File: config.mk
export PLATFORM = sky130hd
export DESIGN_NAME = msi_capture_ctrl
export DESIGN_NICKNAME = d
export VERILOG_FILES = /design/src/rtl/msi_cap_pkg.sv /design/src/rtl/msi_addr_match.sv /design/src/rtl/msi_status_bank.sv /design/src/rtl/msi_capture_ctrl.sv
export SDC_FILE = /design/constraint.sdc
export NUM_CORES = 1
export LEC_CHECK = 0
export ABC_CLOCK_PERIOD_IN_PS = 3200
export CORE_MARGIN = 8
export CORE_UTILIZATION = 43
export CTS_CLUSTER_DIAMETER = 40
export DETAILED_ROUTE_END_ITERATION = 10
export DONT_BUFFER_PORTS = 1
export PLACE_DENSITY = 0.57
export SLEW_MARGIN = 25
export SYNTH_ARGS = -nofsm -noshare
export SYNTH_HDL_FRONTEND = slang
export SYNTH_SLANG_ARGS = --single-unit
File: constraint.sdc
create_clock -name clk -period 3.2 [get_ports clk]
set_input_delay 0.16 -clock clk [delete_from_list [all_inputs] [get_ports clk]]
set_output_delay 0.16 -clock clk [all_outputs]
set_load 0.02 [all_outputs]
File: src/rtl/msi_cap_pkg.sv
package msi_cap_pkg;
   localparam int unsigned REG_AW = 12;
   localparam int unsigned NBANK  = 2;

   localparam logic [REG_AW-1:0] OFS_CAP     = 12'h300;
   localparam logic [REG_AW-1:0] OFS_CTRL    = 12'h308;
   localparam logic [REG_AW-1:0] OFS_BASE_LO = 12'h310;
   localparam logic [REG_AW-1:0] OFS_BASE_HI = 12'h314;
   localparam logic [REG_AW-1:0] OFS_STAT_LO = 12'h440;
   localparam logic [REG_AW-1:0] OFS_MASK_LO = 12'h448;
   localparam int unsigned       BANK_STRIDE = 4;

   localparam int unsigned CTRL_CAP_BIT = 0;
   localparam int unsigned CTRL_REC_BIT = 15;
endpackage

File: src/rtl/msi_addr_match.sv
module msi_addr_match #(
   parameter int unsigned MEM_AW  = 64,
   parameter int unsigned DATA_W  = 32,
   parameter int unsigned NUM_VEC = 64
) (
   input  logic               valid,
   input  logic [MEM_AW-1:0]  addr,
   input  logic [DATA_W-1:0]  data,
   input  logic [MEM_AW-1:0]  base,
   input  logic               cap_en,
   input  logic               rec_en,
   output logic [NUM_VEC-1:0] set_vec
);
   localparam int unsigned VEC_W = $clog2(NUM_VEC);

   generate
      if (NUM_VEC != (1 << VEC_W)) begin : g_bad_vec
         $error("NUM_VEC must be a power of two");
      end
      if (DATA_W <= VEC_W) begin : g_bad_dw
         $error("DATA_W too narrow for vector numbers");
      end
   endgenerate

   logic in_range;
   logic hit;

   always_comb begin
      in_range = (data[DATA_W-1:VEC_W] == '0);
      hit      = valid && cap_en && rec_en && (addr == base) && in_range;
      set_vec  = '0;
      if (hit) set_vec[data[VEC_W-1:0]] = 1'b1;
   end
endmodule

File: src/rtl/msi_status_bank.sv
module msi_status_bank #(
   parameter int unsigned W = 32
) (
   input  logic         clk,
   input  logic         rst_n,
   input  logic [W-1:0] set_vec,
   input  logic         clr_we,
   input  logic         mask_we,
   input  logic [W-1:0] wdata,
   output logic [W-1:0] status,
   output logic [W-1:0] mask,
   output logic         irq
);
   logic [W-1:0] clr_bits;

   always_comb clr_bits = clr_we ? wdata : '0;

   always_ff @(posedge clk) begin
      if (!rst_n) begin
         status <= '0;
         mask   <= '0;
      end else begin
         status <= (status & ~clr_bits) | set_vec;
         if (mask_we) mask <= wdata;
      end
   end

   always_comb irq = |(status & mask);

   // a clear with no capture leaves every written-one bit at zero
   a_r6_w1c_clears: assert property (@(posedge clk) disable iff (!rst_n)
      (clr_we && set_vec == '0) |=> ((status & $past(wdata)) == '0));

   // bits not written with one are untouched by a clear
   a_r6_w1c_keeps: assert property (@(posedge clk) disable iff (!rst_n)
      (clr_we && set_vec == '0) |=> ((status & ~$past(wdata)) == ($past(status) & ~$past(wdata))));

   // a captured bit is set on the next cycle even under a clear
   a_r8_set_wins: assert property (@(posedge clk) disable iff (!rst_n)
      (set_vec != '0) |=> ((status & $past(set_vec)) == $past(set_vec)));

   // an all-zero mask keeps the line low
   a_r7_mask_blocks: assert property (@(posedge clk) disable iff (!rst_n)
      (mask == '0) |-> !irq);

   // an enabled capture raises the line on the next cycle
   a_r7_set_raises: assert property (@(posedge clk) disable iff (!rst_n)
      ((set_vec & mask) != '0 && !mask_we) |=> irq);
endmodule

File: src/rtl/msi_capture_ctrl.sv
module msi_capture_ctrl
   import msi_cap_pkg::*;
#(
   parameter int unsigned DATA_W = 32,
   parameter int unsigned MEM_AW = 64
) (
   input  logic              clk,
   input  logic              rst_n,
   input  logic              reg_we,
   input  logic [REG_AW-1:0] reg_addr,
   input  logic [DATA_W-1:0] reg_wdata,
   output logic [DATA_W-1:0] reg_rdata,
   input  logic              mw_valid,
   input  logic [MEM_AW-1:0] mw_addr,
   input  logic [DATA_W-1:0] mw_data,
   output logic              irq_lo,
   output logic              irq_hi
);
   localparam int unsigned NUM_VEC = NBANK * DATA_W;

   generate
      if (MEM_AW != 2 * DATA_W) begin : g_bad_aw
         $error("MEM_AW must be twice DATA_W");
      end
      if (DATA_W <= CTRL_REC_BIT) begin : g_bad_ctrl
         $error("DATA_W too narrow for control bits");
      end
   endgenerate

   logic              cap_en, rec_en;
   logic [DATA_W-1:0] base_lo, base_hi;
   logic [NUM_VEC-1:0] set_vec;
   logic [DATA_W-1:0] stat_q [NBANK];
   logic [DATA_W-1:0] mask_q [NBANK];
   logic [NBANK-1:0]  irq_b;
   logic [NBANK-1:0]  stat_we, mask_we;
   logic [NUM_VEC-1:0] status_all;

   always_ff @(posedge clk) begin
      if (!rst_n) begin
         cap_en  <= 1'b0;
         rec_en  <= 1'b0;
         base_lo <= '0;
         base_hi <= '0;
      end else if (reg_we) begin
         unique case (reg_addr)
            OFS_CTRL: begin
               cap_en <= reg_wdata[CTRL_CAP_BIT];
               rec_en <= reg_wdata[CTRL_REC_BIT];
            end
            OFS_BASE_LO: base_lo <= reg_wdata;
            OFS_BASE_HI: base_hi <= reg_wdata;
            default: ;
         endcase
      end
   end

   msi_addr_match #(.MEM_AW(MEM_AW), .DATA_W(DATA_W), .NUM_VEC(NUM_VEC)) u_match (
      .valid   (mw_valid),
      .addr    (mw_addr),
      .data    (mw_data),
      .base    ({base_hi, base_lo}),
      .cap_en  (cap_en),
      .rec_en  (rec_en),
      .set_vec (set_vec)
   );

   for (genvar b = 0; b < NBANK; b++) begin : g_bank
      localparam logic [REG_AW-1:0] SOFS = OFS_STAT_LO + REG_AW'(b * BANK_STRIDE);
      localparam logic [REG_AW-1:0] MOFS = OFS_MASK_LO + REG_AW'(b * BANK_STRIDE);
      assign stat_we[b] = reg_we && (reg_addr == SOFS);
      assign mask_we[b] = reg_we && (reg_addr == MOFS);
      assign status_all[b*DATA_W +: DATA_W] = stat_q[b];
      msi_status_bank #(.W(DATA_W)) u_bank (
         .clk     (clk),
         .rst_n   (rst_n),
         .set_vec (set_vec[b*DATA_W +: DATA_W]),
         .clr_we  (stat_we[b]),
         .mask_we (mask_we[b]),
         .wdata   (reg_wdata),
         .status  (stat_q[b]),
         .mask    (mask_q[b]),
         .irq     (irq_b[b])
      );
   end

   always_comb begin
      reg_rdata = '0;
      unique case (reg_addr)
         OFS_CAP:     reg_rdata = DATA_W'(1);
         OFS_CTRL: begin
            reg_rdata[CTRL_CAP_BIT] = cap_en;
            reg_rdata[CTRL_REC_BIT] = rec_en;
         end
         OFS_BASE_LO: reg_rdata = base_lo;
         OFS_BASE_HI: reg_rdata = base_hi;
         OFS_STAT_LO: reg_rdata = stat_q[0];
         OFS_STAT_LO + REG_AW'(BANK_STRIDE): reg_rdata = stat_q[1];
         OFS_MASK_LO: reg_rdata = mask_q[0];
         OFS_MASK_LO + REG_AW'(BANK_STRIDE): reg_rdata = mask_q[1];
         default: reg_rdata = '0;
      endcase
   end

   assign irq_lo = irq_b[0];
   assign irq_hi = irq_b[1];

   // with either enable low, an inbound write leaves status untouched
   a_r3_gated: assert property (@(posedge clk) disable iff (!rst_n)
      (mw_valid && !(cap_en && rec_en) && stat_we == '0) |=> $stable(status_all));

   // a write off the doorbell address leaves status untouched
   a_r4_addr_miss: assert property (@(posedge clk) disable iff (!rst_n)
      (mw_valid && mw_addr != {base_hi, base_lo} && stat_we == '0) |=> $stable(status_all));

   // at most one vector is captured per inbound write
   a_r5_one_vector: assert property (@(posedge clk) disable iff (!rst_n)
      (stat_we == '0) |=> ($countones(status_all ^ $past(status_all)) <= 1));
endmodule

==> results of run 1 <==
[where the power goes]
group	switching, µW	internal, µW
Combinational	153	91.3
Sequential	0.221	2410
Clock	1060	1180
[through the flow]
step	util (%)	std cells
2_1_floorplan	-	1249
3_3_place_gp	44.7	1502
3_5_place_dp	44.7	1502
4_1_cts	49.7	1588
5_1_grt	49.7	1589
6_report	49.8	1593
[layout by cell type (no fill, tap or decap), types with 10 or more instances in the layout]
master / synthesis / routed
nand2_1: 368 / 368
dfxtp_1: 194 / 194
a21boi_0: 118 / 118
a21oi_1: 66 / 66
a41o_1: 55 / 55
dlygate4sd3_1: 0 / 53
a22oi_1: 48 / 48
xor2_1: 47 / 47
buf_4: 0 / 41
a222oi_1: 32 / 32
o211ai_1: 23 / 23
clkbuf_16: 0 / 17
nor2b_1: 16 / 16
nand3_1: 16 / 16
nor4_1: 17 / 15
and3_1: 13 / 13
a22o_1: 13 / 13
inv_1: 12 / 12
nand4_1: 10 / 10
a21boi_1: 10 / 10
[logic make-up after synthesis]
kind of cell	synth area share, %
muxes	0.423
and+or+nand+nor	21.8
AOI/OAI and AO/OA	29.9
xor gates and xnor gates	4.27
buffers and inverters	5.00
DFF	38.6
[state kept, by name, indices dropped and copies added, names as in the netlist]
| name | flops |
|---|---|
| rec_en | 1 |
| base_hi | 32 |
| cap_en | 1 |
| g_bank.u_bank.mask | 64 |
| g_bank.u_bank.status | 64 |
| base_lo | 32 |
[tightest hold or removal path: stages]
cell,delay [ps]
nand2_1,40
a21oi_1,110
a41o_1,100
[final cells by class]
| cell class | count | area [µm²] | share of cell area (%) |
|---|---|---|---|
| multi-input combinational | 933 | 5700 | 49.4 |
| sequential | 194 | 3880 | 33.7 |
| antenna | 5 | 12.5 | 0.108 |
| tap | 319 | 399 | 3.46 |
| inverter | 13 | 48.8 | 0.423 |
| clock buffer | 17 | 425 | 3.69 |
| timing repair buffer | 97 | 906 | 7.85 |
| clock inverter | 15 | 169 | 1.46 |
[routing by layer]
| metal | up-vias | wire length, µm | track usage [%] |
|---|---|---|---|
| met2 | 662 | 19200 | 45.7 |
| li1 | 4552 | - | - |
| met5 | - | 38 | 0 |
| met3 | 110 | 5720 | 9.64 |
| met4 | 6 | 2240 | 15.4 |
| met1 | 4916 | 18100 | 40.2 |
[how the worst min path moves through the flow]
stage	endpoint	slack, ps	cells past startpoint
floorplan	g_bank[1].u_bank.mask[10]$_SDFFE_PN0P_	300	2
global placement	g_bank[1].u_bank.mask[8]$_SDFFE_PN0P_	300	2
detailed placement	g_bank[1].u_bank.mask[8]$_SDFFE_PN0P_	310	2
CTS	g_bank[1].u_bank.status[8]$_SDFF_PN0_	0.6	3
global route	g_bank[1].u_bank.status[26]$_SDFF_PN0_	9	3
finish	g_bank[0].u_bank.status[8]$_SDFF_PN0_	5	3
[repair_timing]
action	CTS	global route
hold buffers	54	0
endpoints found under the setup margin	0	0
endpoints found under the hold margin	194	0
==> flow_summary.json, run 1 <==
{
  "outcome": "finished clean",
  "tritoncts": "built",
  "drv_slew": 0,
  "clock_skew_ps": 13.1,
  "crit_arrival_ps": 2870,
  "cts_made_buffers": 17,
  "placed_cell_area_um2": 10400,
  "layout.nets": 1400,
  "die_w_um": 169,
  "routabilityCongestion": 0.942,
  "rows": 56,
  "crit_path_max_fanout": 64,
  "hp-class": "input port to flip-flop",
  "antenna_found_initial": 7,
  "maxCapViolCount": 0,
  "max_freq_ghz": 0.402,
  "drt_pass1_iterations": 8,
  "max_stage_delay_ps": 580,
  "leakage_uw": 0.00441,
  "core_area_um2": 23200,
  "reg2reg_depth": 6,
  "synthCells": 1249,
  "remaining_drc_errors": 0,
  "boundaryPins": 178,
  "grt_pass1_vias": 9594,
  "clk_path_buf_depth": 2,
  "cp-endpoint": "g_bank[0].u_bank.status[6]$_SDFF_PN0_",
  "ant_nets": 0,
  "finalCriticalPeriod_ps": 2490,
  "hpwlAfterDp_mm": 31.5,
  "r2r-end": "g_bank[0].u_bank.status[6]$_SDFF_PN0_",
  "dr_total_vias": 10200,
  "grt_pass1_wl_mm": 65.7,
  "synth-edff-count": 0,
  "path_class": "flip-flop to flip-flop",
  "areaGrowthSynthToFinish_pct": 14.7,
  "post_cts_buffers": 0,
  "grt_overflow": 0,
  "slew_headroom_pct": 29.9,
  "cpMaxStageDelayCell": "or4_4",
  "rsz0062_at_grt": "no",
  "initial_core_util_pct": 43.4,
  "port_buffers": 0,
  "final_area_um2": 11500,
  "p_total_uw": 4890,
  "synth_top_area_cell": "dfxtp_1",
  "clock_latency_ps": 450,
  "power_density_nw_per_um2": 424,
  "rrSetupSlack_ps": 710,
  "post-route-period-util_pct": 77.7,
  "crit_start": "cap_en$_SDFFE_PN0P_",
  "hold_viol_final": 0,
  "cts.sink_count": 194,
  "grt_max_degree": 116,
  "path_cells": "nor4bb_1, nand4_1, or4_4, nor4_4, buf_12, a41o_1",
  "cts-root-buf": "clkbuf_16",
  "syn_avg_cell_area_um2": 8.05,
  "ys_ff_latch": 194,
  "clk_pin_slew_ps": 80,
  "htree_levels": 4,
  "worstSetupPathDepth": 6,
  "track_usage_pct": 31.0,
  "synth.top_cell.area_share_pct": 38.6,
  "synth_area_leaders": "dfxtp_1 (39%), nand2_1 (14%), a21boi_0 (8.8%)",
  "post_drt_wl_per_cell_um": 28.4,
  "synth.most_common_cell": "nand2_1",
  "finalSetupTns_ps": 0,
  "cp-start-kind": "flip-flop",
  "synth_commonest_cells": "nand2_1 (368), dfxtp_1 (194), a21boi_0 (118)",
  "critPathRequiredTime_ps": 3580,
  "dieArea_um2": 28500,
  "worstSetupEndpointType": "flip-flop",
  "vias_per_cell": 6.43,
  "worst_hold_startpoint": "rst_n",
  "holdWs_ps": 5.30,
  "async_flop_share_pct": 0,
  "drive_above_1_share_pct": 6.86,
  "drt_iter0_markers": 1431,
  "cp_num_buf_inv": 1,
  "peakVddDrop_mv": 0.293,
  "worst_pin_slew_ps": 1050,
  "netlist_area_um2": 10100,
  "synth_ff_type": "dfxtp_1",
  "fp.dieH_um": 169,
  "setup_ws_ps": 713,
  "setup_viol_count_final": 0,
  "cp_top_family": "simple AND/OR/NAND/NOR gates",
  "fillerInstances": 2257,
  "place_ws_ps": 774,
  "synth.distinct_cells": 49,
  "cts_resized": 0,
  "synth_nets": 1393,
  "synth_seq_area_share_pct": 38.6,
  "routed_wl_mm": 45.3,
  "r2r_start": "cap_en$_SDFFE_PN0P_",
  "ys_warn_count": 0
}
Power figures use the tool's default switching activity.
==> run 2: changes to the inputs <==
Settings changed: ABC_CLOCK_PERIOD_IN_PS 3200 to 2200, PLACE_DENSITY 0.57 to 0.59.
Clock period 3.2 ns to 2.2 ns, I/O delays scaled along.
==> run 2 against run 1 <==
The run now ends with negative setup slack left. Fmax rose by 11%. Highest routed layer unchanged. Cell area rose by 8.4%. Clock power rose by 45%. Largest power group unchanged. Wire length rose by 3.4%. Global-route usage rose by 0.70 points.
==> flow_summary.json, run 2 (same netlist as run 1, synthesis figures left out) <==
{
  "slew_headroom_pct": 35.5,
  "setup_ws_ps": -49.3,
  "track_usage_pct": 31.7,
  "die_w_um": 169,
  "boundaryPins": 178,
  "core_area_um2": 23200,
  "leakage_uw": 0.00499,
  "max_stage_delay_ps": 540,
  "finalCriticalPeriod_ps": 2250,
  "hp-class": "input port to flip-flop",
  "path_cells": "inv_2, a2111o_1, or4_4, nor4_4, buf_6, buf_12, clkbuf_16, a41o_1",
  "cts_made_buffers": 17,
  "post-route-period-util_pct": 102,
  "drt_pass1_iterations": 8,
  "cpMaxStageDelayCell": "or4_4",
  "areaGrowthSynthToFinish_pct": 24.4,
  "path_class": "flip-flop to flip-flop",
  "rows": 56,
  "setup_viol_count_final": 34,
  "worstSetupEndpointType": "flip-flop",
  "max_freq_ghz": 0.445,
  "hold_viol_final": 0,
  "drv_slew": 0,
  "rsz0062_at_grt": "yes",
  "clk_path_buf_depth": 2,
  "drive_above_1_share_pct": 9.73,
  "grt_max_degree": 134,
  "cp_num_buf_inv": 4,
  "layout_common_cells": "nand2_1 (368), dfxtp_1 (191), a21boi_0 (118)",
  "dr_total_vias": 10800,
  "post_drt_wl_per_cell_um": 28.1,
  "cp-start-kind": "flip-flop",
  "cp_top_family": "simple AND/OR/NAND/NOR gates",
  "port_buffers": 0,
  "power_density_nw_per_um2": 568,
  "peakVddDrop_mv": 0.386,
  "drt_iter0_markers": 1773,
  "cts-root-buf": "clkbuf_16",
  "vias_per_cell": 6.51,
  "ant_nets": 0,
  "grt_pass1_vias": 10100,
  "reg_top3": "g_bank.u_bank.mask: 64 flops, g_bank.u_bank.status: 64 flops",
  "cts.sink_count": 194,
  "layout.nets": 1477,
  "routed_wl_mm": 46.8,
  "critPathRequiredTime_ps": 2600,
  "hpwlAfterDp_mm": 31.1,
  "initial_core_util_pct": 43.4,
  "clk_pin_slew_ps": 80,
  "fillerInstances": 2162,
  "grt_overflow": 0,
  "fp.dieH_um": 169,
  "worst_pin_slew_ps": 955,
  "htree_levels": 4,
  "dieArea_um2": 28500,
  "place_ws_ps": -115,
  "layout_commonest_cell": "nand2_1",
  "clock_skew_ps": 14.6,
  "holdWs_ps": 26.3,
  "violations": "negative setup slack",
  "antenna_found_initial": 3,
  "crit_arrival_ps": 2650,
  "grt_pass1_wl_mm": 67.5,
  "maxCapViolCount": 0,
  "remaining_drc_errors": 0,
  "outcome": "finished, violations left",
  "crit_path_max_fanout": 8,
  "tritoncts": "built",
  "clock_latency_ps": 460,
  "routabilityCongestion": 0.915
}
-- run 2: cell count changes in the layout (fill, tap and decap cells not counted), moves of 3 or more --
cell | previous run | this run
buf_12 | 2 | 11
dlygate4sd3_1 | 53 | 96
dfxtp_1 | 194 | 191
inv_6 | 6 | 3
diode_2 | 5 | 2
or4_4 | 1 | 4
buf_16 | 1 | 4
dfxtp_2 | 0 | 3
inv_8 | 2 | 6
or4_1 | 5 | 2
buf_4 | 41 | 59
-- run 2: report_power, final --
| group | internal (µW) | switching (µW) | leakage (µW) |
|---|---|---|---|
| combinational | 134 | 221 | 0.00313 |
| clock | 1660 | 1580 | 0.000296 |
| sequential | 3510 | 0.306 | 0.00156 |
-- run 2: timing repair --
action                                 CTS  global route
endpoints found under the hold margin  194             0
buffers inserted                         3             2
pin swaps                                8            16
gates cloned                             4             2
hold buffers                            97             0
setup endpoints to repair               65            68
resized for setup                       11             9
-- run 2: per-stage QoR --
step / total power, µW / setup TNS [ps] / area (µm²) / cells / util [%]
floorplan: 3760 / -2970 / 10100 / 1249 / -
global placement: 3750 / -7530 / 10700 / 1526 / 46.0
detailed placement: 3750 / -6280 / 10700 / 1526 / 46.0
CTS: 7080 / -192 / 12400 / 1662 / 53.6
global route: 7270 / -2290 / 12500 / 1666 / 53.9
finish: 7100 / -1010 / 12500 / 1667 / 53.9
-- run 2: final cells by class --
type / count / area (µm²) / share of cell area [%]
clock buffer: 18 / 439 / 3.51
inverter: 13 / 48.8 / 0.390
sequential: 194 / 3890 / 31.1
multi-input combinational: 933 / 5760 / 46.0
antenna: 2 / 5.00 / 0.0400
clock inverter: 14 / 161 / 1.29
tap: 319 / 399 / 3.19
timing repair buffer: 174 / 1810 / 14.5
-- run 2: worst reg2reg max path, cell delays in order (launching register included) --
cell and delay (ps):
dfxtp_2 350, inv_2 40, a2111o_1 350, or4_4 540, nor4_4 230, buf_6 190, buf_12 160, clkbuf_16 160
a41o_1 160
-- run 2: per-layer routing --
layer  wire [µm]  global-route usage [%]
met1       18000                    41.9
met2       19900                    46.9
met3        6710                    8.78
met4        2250                    15.2
met5          13                       0
-- run 2: worst paths after layout --
check / cells after the start / start / slack (ps) / endpoint
max: 8 / base_lo[29]$_SDFFE_PN0P_ / -50 / g_bank[0].u_bank.status[26]$_SDFF_PN0_
min: 2 / mw_data[2] / 30 / g_bank[0].u_bank.status[25]$_SDFF_PN0_
max reg2reg: 8 / base_lo[29]$_SDFFE_PN0P_ / -50 / g_bank[0].u_bank.status[26]$_SDFF_PN0_
min reg2reg: 2 / g_bank[1].u_bank.mask[15]$_SDFFE_PN0P_ / 490 / g_bank[1].u_bank.mask[15]$_SDFFE_PN0P_
==> run 3: changes to the inputs <==
Settings changed: TNS_END_PERCENT set to 1.
==> run 3 against run 2 <==
The flow now finishes without violations. Register-to-register slack improved by 90 ps. Flip-flop and latch count unchanged. Global-route usage decreased by 0.46 points. Hold slack improved by 14 ps.
==> flow_summary.json, run 3 (same netlist as run 1, synthesis figures left out) <==
{
  "r2r_start": "cap_en$_SDFFE_PN0P_",
  "crit_start": "base_lo[24]$_SDFFE_PN0P_",
  "grt_overflow": 0,
  "clk_pin_slew_ps": 80,
  "leakage_uw": 0.00494,
  "drv_slew": 0,
  "post-route-period-util_pct": 99.7,
  "clock_skew_ps": 10.0,
  "p_switching_uw": 1730,
  "clock_latency_ps": 450,
  "setup_viol_count_final": 0,
  "grt_max_degree": 133,
  "cts.sink_count": 194,
  "cts-root-buf": "clkbuf_16",
  "routabilityCongestion": 0.908,
  "layout_commonest_cell": "nand2_1",
  "hpwlAfterDp_mm": 31.1,
  "switching_share_pct": 25.3,
  "cp-endpoint": "reg_rdata[24]",
  "rrSetupSlack_ps": 40,
  "reg_top3": "g_bank.u_bank.mask: 64 flops, g_bank.u_bank.status: 64 flops",
  "htree_levels": 4,
  "drt_iter0_markers": 1904,
  "core_area_um2": 23200,
  "outcome": "finished clean",
  "setup_ws_ps": 5.88,
  "post_drt_wl_per_cell_um": 27.7,
  "drive_above_1_share_pct": 9.28,
  "grt_pass1_wl_mm": 66.8,
  "rows": 56,
  "layout_common_cells": "nand2_1 (368), dfxtp_1 (193), a21boi_0 (117)",
  "die_w_um": 169,
  "seqPwrFrac_pct": 51.3,
  "fillerInstances": 2184,
  "reg2reg_depth": 7,
  "initial_core_util_pct": 43.4,
  "dr_total_vias": 10800,
  "peakVddDrop_mv": 0.396,
  "dieArea_um2": 28500,
  "tritoncts": "built",
  "crit_arrival_ps": 2080,
  "hp-class": "input port to flip-flop",
  "p_total_uw": 6840,
  "combinationalPowerShare_pct": 5.1,
  "power_density_nw_per_um2": 553,
  "max_freq_ghz": 0.456,
  "layout.nets": 1479,
  "antenna_found_initial": 3,
  "cts_made_buffers": 17,
  "fp.dieH_um": 169,
  "worst_pin_slew_ps": 975,
  "hold_viol_final": 0,
  "slew_headroom_pct": 34.1,
  "vias_per_cell": 6.45,
  "remaining_drc_errors": 0,
  "place_ws_ps": -79.5,
  "boundaryPins": 178,
  "path_class": "flip-flop to output pin",
  "clkPwrFrac_pct": 43.6,
  "clk_path_buf_depth": 2,
  "grt_pass1_vias": 10100,
  "drt_pass1_iterations": 9,
  "areaGrowthSynthToFinish_pct": 22.9,
  "critPathRequiredTime_ps": 2090,
  "cp-start-kind": "flip-flop",
  "track_usage_pct": 31.2,
  "maxCapViolCount": 0,
  "r2r-end": "g_bank[0].u_bank.status[26]$_SDFF_PN0_",
  "finalCriticalPeriod_ps": 2190,
  "worstSetupEndpointType": "output pin",
  "crit_path_max_fanout": 4,
  "ant_nets": 0,
  "port_buffers": 0,
  "p_int_uw": 5110,
  "routed_wl_mm": 46.1,
  "rsz0062_at_grt": "yes"
}
-- run 3: changes by cell type in the layout (fill, tap and decap cells not counted), moves of 3 or more --
cell / previous run / this run
buf_4: 59 / 66
inv_6: 3 / 6
buf_12: 11 / 8
a2111oi_1: 0 / 3
a2111oi_0: 3 / 0
inv_8: 6 / 0
-- run 3: worst max-delay path: stages, from the launching register on --
cell	delay (ps)
dfxtp_1	390
a222oi_1	670
o211ai_1	330
buf_4	250
-- run 3: power by group through the flow --
stage | Combinational (µW) | Clock (µW) | Sequential [µW]
3_5_place_dp | 155 | 0 | 3590
2_1_floorplan | 173 | 0 | 3590
5_1_grt | 358 | 3110 | 3510
6_report | 351 | 2980 | 3510
4_1_cts | 335 | 2970 | 3510
3_3_place_gp | 155 | 0 | 3590
-- run 3: repair_timing --
action                                 in CTS  in global routing
endpoints found under the hold margin     194                  0
buffers inserted                            1                  0
gates cloned                                2                  1
hold buffers                               98                  0
pin swaps                                   3                  1
setup endpoints to repair                  65                 86
gates resized for setup                     6                  9
-- run 3: worst min path at each step --
stage / start / endpoint / slack (ps) / cells after the start
after global placement: reg_wdata[12] / g_bank[1].u_bank.mask[12]$_SDFFE_PN0P_ / 250 / 2
final: mw_data[2] / g_bank[0].u_bank.status[27]$_SDFF_PN0_ / 40 / 2
after floorplan: reg_wdata[10] / g_bank[1].u_bank.mask[10]$_SDFFE_PN0P_ / 250 / 2
after CTS: mw_data[2] / g_bank[0].u_bank.status[27]$_SDFF_PN0_ / 20 / 2
after detailed placement: reg_wdata[8] / g_bank[1].u_bank.mask[8]$_SDFFE_PN0P_ / 260 / 2
after global routing: mw_data[2] / g_bank[0].u_bank.status[25]$_SDFF_PN0_ / 30 / 2
-- run 3: layout make-up --
cell class,count,area [µm²],area share [%]
inverter,13,48.8,0.395
multi-input combinational,933,5750,46.5
clock inverter,13,104,0.840
clock buffer,18,429,3.47
tap,319,399,3.23
timing repair buffer,176,1750,14.1
antenna,2,5.00,0.0405
sequential,194,3880,31.4
-- run 3: metal layers --
layer	vias up	share of wire, %	global-route usage, %
li1	4702	-	-
met1	5131	39	42.0
met2	797	42	45.6
met3	132	13	7.48
met4	2	5.3	16.3
met5	-	0.028	0
-- run 3: stage by stage --
stage	TNS, ps	cell area [µm²]	cells	hold WS (ps)	util, %
2_1_floorplan	-2950	10100	1249	249	-
3_3_place_gp	-5530	10700	1533	252	46.1
3_5_place_dp	-3800	10700	1533	259	46.1
4_1_cts	0	12300	1665	17.2	53.0
5_1_grt	-45.1	12400	1668	27.3	53.3
6_report	0	12400	1668	40.0	53.3
